**src/rtl/prefix_scan_pkg.sv**
```systemverilog
package prefix_scan_pkg;

  typedef enum logic [1:0] {
    OP_ADD = 2'd0,
    OP_XOR = 2'd1
  } scan_op_e;

  // Lane whose value lane j absorbs at combining level s (1-based), or -1.
  // Levels 1..lg-1 reduce pairs; level lg also closes the grand total while
  // starting the fix-up; the remaining levels fill in the gaps at finer strides.
  function automatic int partner_lane(int s, int j, int lg);
    int d;
    int p;
    p = -1;
    if (s <= lg - 1) begin
      d = s;
      if (((j + 1) % (1 << d)) == 0) p = j - (1 << (d - 1));
    end else begin
      d = 2 * lg - 1 - s;
      if (j >= (1 << d) && ((j + 1) % (1 << d)) == (1 << (d - 1)))
        p = j - (1 << (d - 1));
      if (s == lg && j == (1 << lg) - 1) p = j - (1 << (lg - 1));
    end
    return p;
  endfunction

endpackage

```
**src/rtl/prefix_scan_stage.sv**
```systemverilog
module prefix_scan_stage
  import prefix_scan_pkg::*;
#(
  parameter int       N_LANES = 16,
  parameter int       DATA_W  = 16,
  parameter scan_op_e OP      = OP_ADD,
  parameter int       STAGE   = 1,
  parameter int       LG      = 4
) (
  input  logic                      clk_i,
  input  logic                      rst_ni,
  input  logic                      valid_i,
  input  logic [N_LANES*DATA_W-1:0] data_i,
  output logic                      valid_o,
  output logic [N_LANES*DATA_W-1:0] data_o
);

  logic [N_LANES*DATA_W-1:0] nxt;

  for (genvar j = 0; j < N_LANES; j++) begin : g_lane
    localparam int P = partner_lane(STAGE, j, LG);
    if (P >= 0) begin : g_op
      if (OP == OP_XOR) begin : g_xor
        assign nxt[j*DATA_W +: DATA_W] = data_i[j*DATA_W +: DATA_W] ^ data_i[P*DATA_W +: DATA_W];
      end else begin : g_add
        assign nxt[j*DATA_W +: DATA_W] = data_i[j*DATA_W +: DATA_W] + data_i[P*DATA_W +: DATA_W];
      end
    end else begin : g_pass
      assign nxt[j*DATA_W +: DATA_W] = data_i[j*DATA_W +: DATA_W];
    end
  end

  // data loads only with a valid vector so idle cycles leave results held
  always_ff @(posedge clk_i or negedge rst_ni) begin
    if (!rst_ni) begin
      valid_o <= 1'b0;
      data_o  <= '0;
    end else begin
      valid_o <= valid_i;
      if (valid_i) data_o <= nxt;
    end
  end

endmodule

```
**src/rtl/prefix_scan_outsel.sv**
```systemverilog
module prefix_scan_outsel #(
  parameter int N_LANES   = 16,
  parameter int DATA_W    = 16,
  parameter bit EXCLUSIVE = 1'b0
) (
  input  logic [N_LANES*DATA_W-1:0] incl_i,
  output logic [N_LANES*DATA_W-1:0] data_o
);

  if (EXCLUSIVE) begin : g_excl
    logic [DATA_W-1:0] unused_top_lane;
    assign unused_top_lane = incl_i[N_LANES*DATA_W-1 -: DATA_W];
    // identity is zero for both supported operators
    assign data_o = {incl_i[(N_LANES-1)*DATA_W-1:0], {DATA_W{1'b0}}};
  end else begin : g_incl
    assign data_o = incl_i;
  end

endmodule

```
**src/rtl/prefix_scan_top.sv**
```systemverilog
module prefix_scan_top
  import prefix_scan_pkg::*;
#(
  parameter int       N_LANES   = 16,
  parameter int       DATA_W    = 16,
  parameter scan_op_e OP        = OP_ADD,
  parameter bit       EXCLUSIVE = 1'b0
) (
  input  logic                      clk_i,
  input  logic                      rst_ni,
  input  logic                      valid_i,
  input  logic [N_LANES*DATA_W-1:0] data_i,
  output logic                      valid_o,
  output logic [N_LANES*DATA_W-1:0] data_o
);

  localparam int LG    = $clog2(N_LANES);
  localparam int DEPTH = 2 * LG - 2;

  logic [N_LANES*DATA_W-1:0] stg_d [DEPTH+1];
  logic [DEPTH:0]            stg_v;

  assign stg_d[0] = data_i;
  assign stg_v[0] = valid_i;

  for (genvar s = 1; s <= DEPTH; s++) begin : g_stage
    prefix_scan_stage #(
      .N_LANES(N_LANES),
      .DATA_W (DATA_W),
      .OP     (OP),
      .STAGE  (s),
      .LG     (LG)
    ) u_stage (
      .clk_i  (clk_i),
      .rst_ni (rst_ni),
      .valid_i(stg_v[s-1]),
      .data_i (stg_d[s-1]),
      .valid_o(stg_v[s]),
      .data_o (stg_d[s])
    );
  end

  prefix_scan_outsel #(
    .N_LANES  (N_LANES),
    .DATA_W   (DATA_W),
    .EXCLUSIVE(EXCLUSIVE)
  ) u_outsel (
    .incl_i(stg_d[DEPTH]),
    .data_o(data_o)
  );

  assign valid_o = stg_v[DEPTH];

endmodule

```
**config.mk**
```make
export PLATFORM = sky130hd
export DESIGN_NAME = prefix_scan_top
export DESIGN_NICKNAME = d
export VERILOG_FILES = /design/src/rtl/prefix_scan_pkg.sv /design/src/rtl/prefix_scan_stage.sv /design/src/rtl/prefix_scan_outsel.sv /design/src/rtl/prefix_scan_top.sv
export SDC_FILE = /design/constraint.sdc
export NUM_CORES = 2
export LEC_CHECK = 0
export BUFFER_PORTS_ARGS = -buffer_cell sky130_fd_sc_hd__buf_4
export CAP_MARGIN = 20
export CORE_AREA = 2 2 379 381
export DETAILED_ROUTE_END_ITERATION = 12
export DIE_AREA = 0 0 381 383
export HOLD_SLACK_MARGIN = 0.08
export PLACE_DENSITY = 0.76
export SKIP_CTS_REPAIR_TIMING = 1
export SLEW_MARGIN = 15
export SYNTH_ARGS = -nofsm -noshare
export SYNTH_HDL_FRONTEND = slang
export SYNTH_HIERARCHICAL = 1
export SYNTH_SLANG_ARGS = --single-unit
```
**constraint.sdc**
```tcl
create_clock -name clk_i -period 2.3 [get_ports clk_i]
set_clock_uncertainty 0.05 [all_clocks]
set_input_delay 0.46 -clock clk_i [delete_from_list [all_inputs] [get_ports clk_i]]
set_output_delay 0.46 -clock clk_i [all_outputs]
set_load 0.05 [all_outputs]
```
==> metrics.cfg <==
[clock_network]
cts_root_buf = clkbuf_16
cts_tree = yes
clk_pin_slew_ns = 0.06
cts_max_level = 4
clock-sinks = 1542
clock_latency_ns = 0.81
cts_buffer_depth = 3
cts_made_buffers = 163

[yosys]
syn_area_sq_mm = 0.07748
ys_types = 99
synth_cells = 6252
synth-edff-count = 0
syn_area_per_cell_sq_um = 12.39
syn_nets = 6927
ys_async_sr_fraction_pct = 100.0
yosysWarningCount = 6
synth_ff_type = dfrtp_1
yosysSeqAreaShare_pct = 49.80
ys_ff_latch = 1542

[global_routing]
grt_pass1_vias = 53570
grt_pass1_wl_um = 320400
grt_overflow = 0
antenna_found_initial = 8
grt_max_degree = 102
track_usage_pct = 28.37

[final_layout]
postLayoutCellArea_sq_mm = 0.09455
layout_commonest_cell = dfrtp_1
final_cell_mix = dfrtp_1 (1522), mux2_2 (1352), buf_4 (1059), ha_1 (342), a21oi_1 (290)
seqCellArea_sq_mm = 0.03862
nFillCells = 10490
syn_to_final_growth_pct = 22.03
fin_cells = 9224
final_nets = 7862
multi_input_area_sq_mm = 0.03670
drive_gt1_share_pct = 41.24

[route]
first_pass_iters = 5
drtIter0Drc = 3785
postRouteWirelength_um = 213700
postRouteAntennaNets = 0
remaining_drc_errors = 0
vias_per_cell = 5.849
vias = 53950
wl_per_cell_um = 23.17

[sta]
hold_viol_final = 0
min_period_ns = 2.346
slew_headroom_pct = 56.38
fin_crit_sh_pct = 102.0
worst_slack_ns = -0.04566
max_freq_ghz = 0.4263
rsz0062_at_grt = true
slew_viol_final = 0
tightestPinTransition_ns = 0.6543
setup_viol_count_final = 5

[floorplanning]
coreArea_sq_mm = 0.1423
fp.dieH_um = 383
die_width_um = 381
ioPinCount = 516
die_area_sq_mm = 0.1459
num_rows = 139
initial_utilization_pct = 54.46

[setup_path]
cp.arrival_ns = 2.99
worstPathRequired_ns = 2.95
crit_path_start_kind = register
worst-setup-path-type = register to register
cp-startpoint = g_stage[4].u_stage/data_o[208]
cp_max_fo = 3
rr_worst_depth = 8
reg2reg_from = g_stage[4].u_stage/data_o[208]
cp-end-kind = register

[placed_design]
dpl.cell_count = 8752
hpwlAfterDp_um = 155700
dpl_cell_area_sq_mm = 0.08599
io_buffers = 515
place_congestion = 0.9557

[status]
status = complete, but fails checks
violations = setup timing

[min_path]
min_path_type = primary input to register
hp-start = data_i[253]
min_delay_path_depth = 4

[run]
cap_violations = 0

[power_and_ir_drop]
leakage_nw = 42.01
power.density_mw_per_mm2 = 1445
total_power_mw = 136.6
ir_worst_vdd_uv = 1154

==> logic make-up after synthesis <==
kind of cell	share of synthesized area (%)
adder cells (fa/ha/maj)	6.970
AND/OR/NAND/NOR	5.836
AO/OA/AOI/OAI	10.26
buffers and inverters	4.184
multiplexers	20.01
flip-flops	49.80
XOR/XNOR	2.939
==> worst max-delay path, cell delays in order (launching register included) <==
cell      delay, ns
dfrtp_1        0.42
ha_2           0.20
fa_2           0.33
a21o_1         0.21
a311oi_4       0.30
nor2_2         0.10
a221oi_2       0.27
xnor2_1        0.10
mux2_4         0.26
==> power breakdown <==
group	internal [mW]	switching, mW	total [mW]
clock	17.3	11.6	28.9
sequential	36.2	8.24	44.5
combinational	28.9	34.3	63.2
total	82.4	54.2	137
==> registers in the layout, indices dropped and copies added, names as in the netlist <==
| name | flops |
|---|---|
| g_stage.u_stage/data_o | 1536 |
| g_stage.u_stage/valid_o | 6 |
==> final cells by class <==
| cell class | count | area share [%] |
|---|---|---|
| Tap cell | 1903 | 2.518 |
| Clock buffer | 216 | 4.810 |
| Sequential cell | 1542 | 40.85 |
| Multi-Input combinational cell | 4137 | 38.82 |
| Clock inverter | 82 | 1.517 |
| Timing Repair Buffer | 1258 | 11.14 |
| Inverter | 85 | 0.3388 |
| Antenna cell | 1 | 0.002647 |
==> synthesized netlist by cell type (35+ instances only) <==
library cell | count | area, sq um
o21bai_1 | 44 | 330.3
buf_2 | 68 | 340.3
o21a_1 | 37 | 277.8
nor2b_1 | 35 | 219.0
xnor2_1 | 180 | 1577
mux2_2 | 1362 | 15340
nor3_1 | 64 | 320.3
a21oi_1 | 326 | 1632
a21o_1 | 137 | 1028
o211ai_1 | 44 | 330.3
nor2_1 | 222 | 833.3
xor2_1 | 80 | 700.7
buf_4 | 257 | 1929
inv_1 | 84 | 315.3
o21ai_0 | 172 | 860.8
nand2_1 | 240 | 900.9
ha_1 | 390 | 4880
nand3_1 | 94 | 470.5
a211oi_1 | 59 | 442.9
dfrtp_1 | 1542 | 38590
clkbuf_1 | 136 | 510.5
nand4_1 | 44 | 275.3
==> path summary, 6_finish.rpt <==
path	slack (ns)	endpoint
worst min-delay path	0.08	g_stage[1].u_stage/data_o[253]
min in group asynchronous	0.15	g_stage[6].u_stage/data_o[169]
worst max-delay path	-0.05	g_stage[5].u_stage/data_o[222]
worst min register to register	0.43	g_stage[6].u_stage/data_o[166]
max in group asynchronous	0.98	g_stage[2].u_stage/data_o[198]
worst max register to register	-0.05	g_stage[5].u_stage/data_o[222]
==> per-layer routing <==
layer / GRT usage [%] / routed length [um]
met1: 38.63 / 91940
met2: 46.07 / 102500
met3: 4.272 / 10620
met4: 10.74 / 8582
met5: 0 / 61
==> per-stage QoR <==
stage	hold slack, ns	TNS, ns	utilization (%)	worst slack (ns)
after floorplan	0.1144	-0.1213	-	-0.05845
after global placement	0.3808	-10.12	60.44	-0.3231
after detailed placement	0.3768	-13.84	60.44	-0.3579
after CTS	-0.4944	-4.226	64.65	-0.1704
after global routing	0.08227	-1.902	66.46	-0.1390
final	0.08189	-0.1477	66.46	-0.04566
No activity file was read; power rests on OpenSTA's default activity.
